### src/rtl/rtc_pkg.sv
package rtc_pkg;
   localparam logic [1:0] A_TENTHS = 2'd0;
   localparam logic [1:0] A_SEC    = 2'd1;
   localparam logic [1:0] A_MIN    = 2'd2;
   localparam logic [1:0] A_HOUR   = 2'd3;

   typedef struct packed {
      logic       pm;
      logic       hr_t;
      logic [3:0] hr_u;
      logic [2:0] mn_t;
      logic [3:0] mn_u;
      logic [2:0] sc_t;
      logic [3:0] sc_u;
      logic [3:0] tn;
   } rtc_time_t;

   localparam rtc_time_t TIME_RESET = '{pm: 1'b0, hr_t: 1'b1, hr_u: 4'd2,
                                        mn_t: 3'd0, mn_u: 4'd0, sc_t: 3'd0,
                                        sc_u: 4'd0, tn: 4'd0};

   function automatic logic [7:0] rtc_field(input rtc_time_t t, input logic [1:0] a);
      case (a)
         A_TENTHS: rtc_field = {4'b0, t.tn};
         A_SEC:    rtc_field = {1'b0, t.sc_t, t.sc_u};
         A_MIN:    rtc_field = {1'b0, t.mn_t, t.mn_u};
         default:  rtc_field = {t.pm, 2'b00, t.hr_t, t.hr_u};
      endcase
   endfunction

   function automatic rtc_time_t rtc_write(input rtc_time_t t, input logic [1:0] a,
                                           input logic [7:0] d);
      rtc_time_t n = t;
      case (a)
         A_TENTHS: n.tn = d[3:0];
         A_SEC:    begin n.sc_t = d[6:4]; n.sc_u = d[3:0]; end
         A_MIN:    begin n.mn_t = d[6:4]; n.mn_u = d[3:0]; end
         default:  begin n.pm = d[7]; n.hr_t = d[4]; n.hr_u = d[3:0]; end
      endcase
      return n;
   endfunction
endpackage

### src/rtl/rtc_tick_div.sv
module rtc_tick_div #(
   parameter int SYNC_STAGES = 2,
   parameter int DIV_FAST    = 5,
   parameter int DIV_SLOW    = 6
) (
   input  logic clk,
   input  logic rst_n,
   input  logic tick_i,
   input  logic fast_i,
   input  logic run_i,
   input  logic clr_i,
   output logic step_o
);
   localparam int CW = $clog2(DIV_SLOW + 1);

   generate
      if (SYNC_STAGES < 2 || DIV_FAST < 1 || DIV_SLOW < DIV_FAST) begin : g_bad_param
         $error("rtc_tick_div: illegal parameter set");
      end
   endgenerate

   logic [SYNC_STAGES-1:0] sync_q;
   logic                   prev_q;
   logic [CW-1:0]          cnt_q;
   logic [CW-1:0]          limit;
   logic                   rise;

   generate
      for (genvar i = 0; i < SYNC_STAGES; i++) begin : g_sync
         always_ff @(posedge clk or negedge rst_n) begin
            if (!rst_n) sync_q[i] <= 1'b0;
            else if (i == 0) sync_q[i] <= tick_i;
            else sync_q[i] <= sync_q[(i > 0) ? i - 1 : 0];
         end
      end
   endgenerate

   assign rise  = sync_q[SYNC_STAGES-1] & ~prev_q;
   assign limit = fast_i ? CW'(DIV_FAST - 1) : CW'(DIV_SLOW - 1);

   always_ff @(posedge clk or negedge rst_n) begin
      if (!rst_n) begin
         prev_q <= 1'b0;
         cnt_q  <= '0;
         step_o <= 1'b0;
      end else begin
         prev_q <= sync_q[SYNC_STAGES-1];
         step_o <= 1'b0;
         if (clr_i || !run_i) begin
            cnt_q <= '0;
         end else if (rise) begin
            if (cnt_q >= limit) begin
               cnt_q  <= '0;
               step_o <= 1'b1;
            end else begin
               cnt_q <= cnt_q + 1'b1;
            end
         end
      end
   end

   p_cnt_in_range_r2: assert property (@(posedge clk) disable iff (!rst_n)
      cnt_q < CW'(DIV_SLOW));
   p_step_single_r2: assert property (@(posedge clk) disable iff (!rst_n)
      step_o |=> !step_o);
endmodule

### src/rtl/rtc_time_chain.sv
module rtc_time_chain
   import rtc_pkg::*;
(
   input  logic        clk,
   input  logic        rst_n,
   input  logic        adv_i,
   input  logic        wr_i,
   input  logic [1:0]  wr_addr_i,
   input  logic [7:0]  wr_data_i,
   output rtc_time_t   now_o,
   output rtc_time_t   next_o
);
   logic [4:0] hr_bcd;
   assign hr_bcd = {now_o.hr_t, now_o.hr_u};

   always_comb begin
      next_o = now_o;
      if (now_o.tn != 4'd9) next_o.tn = now_o.tn + 4'd1;
      else begin
         next_o.tn = 4'd0;
         if (now_o.sc_u != 4'd9) next_o.sc_u = now_o.sc_u + 4'd1;
         else begin
            next_o.sc_u = 4'd0;
            if (now_o.sc_t != 3'd5) next_o.sc_t = now_o.sc_t + 3'd1;
            else begin
               next_o.sc_t = 3'd0;
               if (now_o.mn_u != 4'd9) next_o.mn_u = now_o.mn_u + 4'd1;
               else begin
                  next_o.mn_u = 4'd0;
                  if (now_o.mn_t != 3'd5) next_o.mn_t = now_o.mn_t + 3'd1;
                  else begin
                     next_o.mn_t = 3'd0;
                     if (hr_bcd == 5'h12) begin
                        next_o.hr_t = 1'b0;
                        next_o.hr_u = 4'd1;
                     end else if (now_o.hr_u == 4'd9) begin
                        next_o.hr_t = 1'b1;
                        next_o.hr_u = 4'd0;
                     end else begin
                        next_o.hr_u = now_o.hr_u + 4'd1;
                        if (hr_bcd == 5'h11) next_o.pm = ~now_o.pm;
                     end
                  end
               end
            end
         end
      end
   end

   always_ff @(posedge clk or negedge rst_n) begin
      if (!rst_n)     now_o <= TIME_RESET;
      else if (wr_i)  now_o <= rtc_write(now_o, wr_addr_i, wr_data_i);
      else if (adv_i) now_o <= next_o;
   end

   p_idle_stable_r4: assert property (@(posedge clk) disable iff (!rst_n)
      (!adv_i && !wr_i) |=> $stable(now_o));
   p_pm_only_at_noon_r3: assert property (@(posedge clk) disable iff (!rst_n)
      (!wr_i && $past(!wr_i) && $changed(now_o.pm)) |-> ({now_o.hr_t, now_o.hr_u} == 5'h12));
endmodule

### src/rtl/rtc_read_latch.sv
module rtc_read_latch
   import rtc_pkg::*;
(
   input  logic        clk,
   input  logic        rst_n,
   input  logic        rd_i,
   input  logic [1:0]  addr_i,
   input  rtc_time_t   live_i,
   output logic [7:0]  data_o
);
   logic      held_q;
   rtc_time_t snap_q;

   always_ff @(posedge clk or negedge rst_n) begin
      if (!rst_n) begin
         held_q <= 1'b0;
         snap_q <= TIME_RESET;
      end else if (rd_i && !held_q && addr_i == A_HOUR) begin
         held_q <= 1'b1;
         snap_q <= live_i;
      end else if (rd_i && held_q && addr_i == A_TENTHS) begin
         held_q <= 1'b0;
      end
   end

   assign data_o = rtc_field(held_q ? snap_q : live_i, addr_i);

   p_snap_frozen_r5: assert property (@(posedge clk) disable iff (!rst_n)
      held_q |=> $stable(snap_q));
   p_release_on_tenths_r5: assert property (@(posedge clk) disable iff (!rst_n)
      (held_q && rd_i && addr_i == A_TENTHS) |=> !held_q);
endmodule

### src/rtl/rtc_bcd_alarm.sv
module rtc_bcd_alarm
   import rtc_pkg::*;
#(
   parameter int SYNC_STAGES = 2,
   parameter int DIV_FAST    = 5,
   parameter int DIV_SLOW    = 6
) (
   input  logic       clk,
   input  logic       rst_n,
   input  logic [1:0] reg_sel,
   input  logic       wr_en,
   input  logic       rd_en,
   input  logic [7:0] wr_data,
   output logic [7:0] rd_data,
   input  logic       rate_50,
   input  logic       alarm_sel,
   input  logic       tick_in,
   output logic       alarm_irq
);
   logic      run_q;
   logic      step;
   logic      adv;
   logic      time_wr;
   logic      alarm_wr;
   rtc_time_t now_t;
   rtc_time_t next_t;
   rtc_time_t alarm_q;

   assign time_wr  = wr_en && !alarm_sel;
   assign alarm_wr = wr_en &&  alarm_sel;
   assign adv      = step && run_q;

   always_ff @(posedge clk or negedge rst_n) begin
      if (!rst_n) run_q <= 1'b0;
      else if (time_wr && reg_sel == A_HOUR)   run_q <= 1'b0;
      else if (time_wr && reg_sel == A_TENTHS) run_q <= 1'b1;
   end

   rtc_tick_div #(
      .SYNC_STAGES(SYNC_STAGES),
      .DIV_FAST   (DIV_FAST),
      .DIV_SLOW   (DIV_SLOW)
   ) i_div (
      .clk   (clk),
      .rst_n (rst_n),
      .tick_i(tick_in),
      .fast_i(rate_50),
      .run_i (run_q),
      .clr_i (time_wr && reg_sel == A_TENTHS),
      .step_o(step)
   );

   rtc_time_chain i_chain (
      .clk      (clk),
      .rst_n    (rst_n),
      .adv_i    (adv),
      .wr_i     (time_wr),
      .wr_addr_i(reg_sel),
      .wr_data_i(wr_data),
      .now_o    (now_t),
      .next_o   (next_t)
   );

   always_ff @(posedge clk or negedge rst_n) begin
      if (!rst_n)        alarm_q <= '0;
      else if (alarm_wr) alarm_q <= rtc_write(alarm_q, reg_sel, wr_data);
   end

   always_ff @(posedge clk or negedge rst_n) begin
      if (!rst_n) alarm_irq <= 1'b0;
      else        alarm_irq <= adv && !time_wr && (next_t == alarm_q);
   end

   rtc_read_latch i_latch (
      .clk   (clk),
      .rst_n (rst_n),
      .rd_i  (rd_en),
      .addr_i(reg_sel),
      .live_i(now_t),
      .data_o(rd_data)
   );

   p_irq_one_cycle_r7: assert property (@(posedge clk) disable iff (!rst_n)
      alarm_irq |=> !alarm_irq);
   p_irq_matches_r7: assert property (@(posedge clk) disable iff (!rst_n)
      alarm_irq |-> (now_t == alarm_q));
   p_alarm_write_keeps_time_r6: assert property (@(posedge clk) disable iff (!rst_n)
      (alarm_wr && !adv) |=> $stable(now_t));
   p_stopped_by_hours_r4: assert property (@(posedge clk) disable iff (!rst_n)
      (time_wr && reg_sel == A_HOUR) |=> !run_q);
endmodule

### config.mk
export PLATFORM = sky130hd
export DESIGN_NAME = rtc_bcd_alarm
export DESIGN_NICKNAME = d
export VERILOG_FILES = /design/src/rtl/rtc_pkg.sv /design/src/rtl/rtc_tick_div.sv /design/src/rtl/rtc_time_chain.sv /design/src/rtl/rtc_read_latch.sv /design/src/rtl/rtc_bcd_alarm.sv
export SDC_FILE = /design/constraint.sdc
export NUM_CORES = 1
export LEC_CHECK = 0
export BUFFER_PORTS_ARGS = -buffer_cell sky130_fd_sc_hd__buf_2
export CAP_MARGIN = 20
export CORE_ASPECT_RATIO = 1.1
export CORE_MARGIN = 2
export CORE_UTILIZATION = 60
export CTS_CLUSTER_DIAMETER = 80
export DETAILED_ROUTE_END_ITERATION = 6
export PLACE_DENSITY = 0.83
export SYNTH_ARGS = -nofsm -noshare
export SYNTH_HDL_FRONTEND = slang
export SYNTH_SLANG_ARGS = --single-unit
### constraint.sdc
create_clock -name clk -period 3.3 [get_ports clk]
set_input_delay 0 -clock clk [delete_from_list [all_inputs] [get_ports clk]]
set_output_delay 0 -clock clk [all_outputs]
set_load 0.02 [all_outputs]
After elaboration in Yosys (flattened, before gate mapping)
Index checks and enable logic that the tools add are counted.
{"block": "word_totals", "output_inout_bits": 9, "ff_bits": 82}
{"block": "classes", "add_sub_neg": 7, "bitwise": 4, "n_mux": 35, "reduce_logical": 30, "eq_ne": 16, "n_lt_le_gt_ge": 1}
{"op": "2-to-1 mux 24 bit", "count": 3}
{"op": "equality test 24 bit", "count": 1}
{"op": "one-hot mux 8 bit (3 select lines)", "count": 1}
{"op": "2-to-1 mux 20 bit", "count": 1}
{"op": "2-to-1 mux 4 bit", "count": 5}
{"op": "adder 4 x 1 -> 4 bit, second input constant", "count": 4}
{"op": "2-to-1 mux 16 bit", "count": 1}
{"op": "AND reduction 2 bit", "count": 8}
{"op": "2-to-1 mux 3 bit", "count": 5}
{"op": "2-to-1 mux 7 bit", "count": 2}
{"op": "2-to-1 mux 13 bit", "count": 1}
{"op": "2-to-1 mux 1 bit", "count": 12}
{"op": "2-to-1 mux 6 bit", "count": 2}
{"op": "inequality test 4 bit, second input constant", "count": 3}
{"op": "logical AND 1 bit", "count": 11}
{"op": "equality test 5 bit, second input constant", "count": 2}
{"op": "adder 3 x 1 -> 3 bit, second input constant", "count": 3}
{"op": "2-to-1 mux 9 bit", "count": 1}
{"op": "nonzero test 2 bit", "count": 4}
{"op": "inequality test 2 x 1 -> 1 bit, second input constant", "count": 3}
{"op": "inequality test 3 bit, second input constant", "count": 2}
{"op": "2-to-1 mux 5 bit", "count": 1}
{"op": "equality test 2 bit, second input constant", "count": 2}
{"op": "equality test 4 bit, second input constant", "count": 1}
{"op": "9 further kinds", "count": 14}

Logic depth before layout (Yosys ltp)
{"block": "depth", "word_depth": 11, "mapped_depth": 10, "ltp_nobuf": 9}

Hierarchy
From an unflattened synthesis, not the netlist that was laid out.
{"block": "hier_totals", "hier_cells": 477, "hier_area_um2": 5064.9}
{"module": "rtc_time_chain", "seq_area_each_um2": 603.1, "cells_each": 265, "n_inst": 1, "area_each_um2": 2067.0}
{"module": "rtc_read_latch", "seq_area_each_um2": 628.1, "cells_each": 88, "n_inst": 1, "area_each_um2": 1393.8}
{"module": "rtc_bcd_alarm", "seq_area_each_um2": 650.6, "cells_each": 98, "n_inst": 1, "area_each_um2": 1283.7}
{"module": "rtc_tick_div", "seq_area_each_um2": 175.2, "cells_each": 26, "n_inst": 1, "area_each_um2": 320.3}

Least setup slack after synthesis
OpenSTA, ideal clock, no wires.
{"block": "synth_timing", "path_type": "register -> register", "start": "reg i_chain.now_o[6] (netlist name)", "end": "reg alarm_irq", "stages_incl_launch_ff": 10, "setup_slack_ns": 0.765, "setup_time_ns": 0.068, "arrival_ns": 2.467, "period_less_slack_ns": 2.535, "path_buffers": 2, "cell_sequence": "dfrtp_1 > buf_6 > nand4bb_4 > or4_4 > buf_6 > o41ai_1 > a21oi_2 > xnor2_1 > a2111oi_1 > and4bb_1"}
{"block": "synth_via", "elab_chain_len": 5}
{"item": "from (decl)", "line": "rtc_time_chain.sv:10", "rtl": "output rtc_time_t now_o,"}
{"item": "from (signal assigned)", "line": "rtc_time_chain.sv:52", "rtl": "else if (wr_i) now_o <= rtc_write(now_o, wr_addr_i, wr_data_i);"}
{"item": "from (signal assigned)", "line": "rtc_time_chain.sv:53", "rtl": "else if (adv_i) now_o <= next_o;"}
{"item": "adder 4 x 1 -> 4 bit / inequality test 4 bit (equally long branches)", "line": "rtc_time_chain.sv:21", "rtl": "if (now_o.sc_u != 4'd9) next_o.sc_u = now_o.sc_u + 4'd1;"}
{"item": "2-to-1 mux 4 bit / 2-to-1 mux 16 bit (equally long branches)", "line": "rtc_time_chain.sv:21"}
{"item": "2-to-1 mux 20 bit *", "line": "rtc_time_chain.sv:18", "rtl": "if (now_o.tn != 4'd9) next_o.tn = now_o.tn + 4'd1;"}
{"item": "equality test 24 bit *", "line": "rtc_bcd_alarm.sv:71", "rtl": "else alarm_irq <= adv && !time_wr && (next_t == alarm_q);"}
{"item": "logical AND 1 bit *", "line": "rtc_bcd_alarm.sv:71"}
{"item": "to (signal assigned)", "line": "rtc_bcd_alarm.sv:71"}
{"item": "to (decl)", "line": "rtc_bcd_alarm.sv:18", "rtl": "output logic alarm_irq"}
Mark *: on every way between the ends. The rest lies on a longest branch, timed or not.
A chain may end at the register's enable or synchronous reset.

Worst setup path in the final report
{"block": "layout_timing", "start": "reg i_chain.now_o[11] (netlist name)", "end": "reg alarm_irq"}
{"block": "layout_via", "elab_chain_len": 7}
{"item": "adder 4 x 1 -> 4 bit / inequality test 4 bit (equally long branches)", "line": "rtc_time_chain.sv:27", "rtl": "if (now_o.mn_u != 4'd9) next_o.mn_u = now_o.mn_u + 4'd1;"}
{"item": "2-to-1 mux 4 bit / 2-to-1 mux 9 bit (equally long branches)", "line": "rtc_time_chain.sv:27"}
{"item": "2-to-1 mux 13 bit", "line": "rtc_time_chain.sv:24", "rtl": "if (now_o.sc_t != 3'd5) next_o.sc_t = now_o.sc_t + 3'd1;"}
{"item": "2-to-1 mux 16 bit", "line": "rtc_time_chain.sv:21"}
{"item": "2-to-1 mux 20 bit *", "line": "rtc_time_chain.sv:18"}
{"item": "equality test 24 bit *", "line": "rtc_bcd_alarm.sv:71"}
{"item": "logical AND 1 bit *", "line": "rtc_bcd_alarm.sv:71"}
Marks and branches as above.

==> results_dict.tcl <==
set metrics [dict create \
    root_buffer "clkbuf_8" \
    cts-buffers-inserted 9 \
    cpPeakStageDelay_ns 0.57 \
    rows 35 \
    worst_pin_slew_ns 1.03 \
    yosys.area.top_type "dfrtp_1" \
    power_mw 3.75 \
    fin_util_pct 66.9 \
    crit_fanout 13 \
    startpoint_type "register" \
    post_cts_buffers 0 \
    grt_pass1_vias 4279 \
    cellLeakagePower_nw 2.25 \
    fin_cells 660 \
    yosys_most_used_dff "dfrtp_1" \
    firstDrtPassIters 6 \
    cts_sinks 82 \
    die_area_um2 9210 \
    cp.required_ns 3.60 \
    hpwlAfterDp_um 9540 \
    globalplace.congestion 1.11 \
    preCtsSetupSlack_ns 0.561 \
    max-vdd-ir-drop_uv 339 \
    yosys-top-cells-area "dfrtp_1 (38%), mux2_2 (11%), o21ai_0 (4.1%)" \
    slew_headroom_pct 30.8 \
    yosys_warnings 0 \
    cts_resized 0 \
    layout-drive-gt1-share_pct 20.8 \
    grt_max_degree 83 \
    cap_viol_max_count 0 \
    outcome "completed" \
    synth_area_per_cell_um2 9.63 \
    setup_ws_ns 0.495 \
    setup_viol 0 \
    diodes 0 \
    grt_use_total_pct 31.6 \
    cts_tree "done" \
    gr-total-overflow 0 \
    syn_area_um2 5070 \
    drc 0 \
    htree_num_levels 3 \
    clock.fmax_ghz 0.357 \
    synthCells 527 \
    ant_nets 0 \
    finalHoldViolations 0 \
    placedCellCount 634 \
    initial_core_util_pct 61.3 \
    die_w_um 91.7 \
    ios 26 \
    worstSetupPathType "register to register" \
    synth.net_count 548 \
    routedWlPerCell_um 20.7 \
    nets 565 \
    area_growth_pct 9.12 \
    finalCritPeriodShare_pct 85.0 \
    grt_pass1_wl_um 22400 \
    vias 4503 \
    crit_path_end_kind "register" \
    ys_ff_latch 82 \
    rrSetupSlack_ns 0.50 \
    synth_top_area_share_pct 38.5 \
    fin_skew_ns 0.0124 \
    clkTransAtPathRegs_ns 0.08 \
    min_path_type "input port to register" \
    power_density_nw_per_um2 678 \
    ys_seq_area_share_pct 40.5 \
    rsz0062_at_grt "no" \
    portBuffers 25 \
    synth-edff-count 0 \
    path_cells "ha_1 > nand4b_1 > or4_4 > o41ai_1 > a21oi_2 > xnor2_1 > a2111oi_1 > and4bb_1" \
    wl_um 13700 \
    die_height_um 100 \
    critPathArrivalTime_ns 3.11 \
    via_per_inst 6.82 \
    clockBufferDepth 2 \
    synth-async-reset-ratio_pct 100 \
    hold_buffers 9 \
    fin_crit_ns 2.80 \
    drt_iter0_markers 605 \
    finalSetupTns_ns 0 \
    yosys.cell_types.count 68 \
    drv_slew 0 \
    antenna_found_initial 0 \
    cp_slowest_cell "dfrtp_1" \
    clkLatencyLatePin_ns 0.37 \
    core_area_um2 8280 \
]
-- per-layer routing --
layer / GRT usage [%] / up-vias / wire (um)
li1: - / 1977 / -
met1: 42.3 / 2131 / 5330
met2: 50.3 / 324 / 6270
met3: 6.91 / 71 / 1440
met4: 13.3 / 0 / 622
met5: 0 / - / 0
-- synth_stat cells (all sizes together) (2+ instances only) --
master,instances
o211ai,4
a21oi,40
a31oi,5
nor3,15
o41ai,3
a211oi,2
a22o,7
dfrtp,78
nand4b,2
nand4,4
or4,3
nand3b,3
a2111oi,2
mux2i,6
xnor2,11
xor2,6
nand3,16
o21ai,44
nand4bb,2
dfstp,4
o31a,2
buf,12
o31ai,6
nor2b,12
mux4,9
and4bb,2
o22ai,6
nor4,8
inv,11
a41oi,2
nor2,33
a221oi,2
ha,4
or3,2
and3,5
nor4b,2
nand2,50
nand2b,16
mux2,48
clkbuf,22
-- cell usage in the layout (no fill, tap or decap), drive strengths merged, types with 3 or more instances in the layout --
master and n:
a21oi 40, a22o 7, a31oi 5, and3 5
buf 31, clkbuf 11, clkinv 4, dfrtp 78
dfstp 4, dlygate4sd3 9, ha 4, inv 11
mux2 48, mux2i 6, mux4 9, nand2 50
nand2b 16, nand3 16, nand3b 3, nand4 4
nor2 33, nor2b 12, nor3 15, nor4 8
o211ai 4, o21ai 44, o22ai 6, o31ai 6
o41ai 3, or4 3, xnor2 11, xor2 6
-- critical path, delay by kind of cell (launching register included) --
family | cells | cell delay (ns)
adder cells (fa/ha/maj) | 1 | 0.24
XOR/XNOR | 1 | 0.14
AO/OA/AOI/OAI | 3 | 0.82
flip-flops | 1 | 0.57
AND/OR/NAND/NOR | 3 | 0.97
-- path summary, 6_finish.rpt --
path                                   startpoint                 end  depth (start not counted)
max in group asynchronous                   rst_n  i_latch.snap_q[19]                          3
worst max register to register  i_chain.now_o[11]           alarm_irq                          8
worst min-delay path                   wr_data[1]          alarm_q[5]                          2
worst max-delay path            i_chain.now_o[11]           alarm_irq                          8
min in group asynchronous                   rst_n      i_latch.held_q                          2
worst min register to register    i_div.sync_q[0]     i_div.sync_q[1]                          0
-- stage by stage --
step	cell area, um^2	hold slack [ns]
floorplan	5070	-0.296
global placement	5220	0.108
detailed placement	5220	0.110
CTS	5520	0.0131
global route	5540	0.0166
finish	5540	0.00391
-- flip-flops by register name, summed over array words and instances (netlist names) --
| signal | count |
|---|---|
| alarm_q | 24 |
| i_latch.snap_q | 24 |
| i_div.step_o | 1 |
| i_div.cnt_q | 3 |
| run_q | 1 |
| i_chain.now_o | 24 |
| i_div.prev_q | 1 |
| alarm_irq | 1 |
| i_div.sync_q | 2 |
| i_latch.held_q | 1 |
-- cell type report --
type                            count  area, um^2
Multi-Input combinational cell    399        2810
Fill cell                         616        2740
Clock buffer                       11         131
Inverter                           12        45.0
Tap cell                          111         139
Clock inverter                      5        78.8
Sequential cell                    82        2060
Timing Repair Buffer               40         275
-- where the power goes --
| part | switching, mW | internal (mW) |
|---|---|---|
| Clock | 0.366 | 0.426 |
| Combinational | 0.633 | 0.608 |
| Sequential | 0.422 | 1.30 |
| Total | 1.42 | 2.33 |
-- logic make-up (layout without fill, tap and decap cells) --
| logic type | after synthesis | count (layout) | synth area share [%] |
|---|---|---|---|
| fa+ha+maj | 4 | 4 | 0.986 |
| simple gates | 181 | 181 | 19.4 |
| compound gates | 134 | 134 | 16.2 |
| buf+inv | 46 | 68 | 4.07 |
| flops | 82 | 82 | 40.5 |
| xor+xnor | 17 | 17 | 2.93 |
| mux | 63 | 63 | 15.9 |
Note: power is estimated with default switching activity, not from simulation.
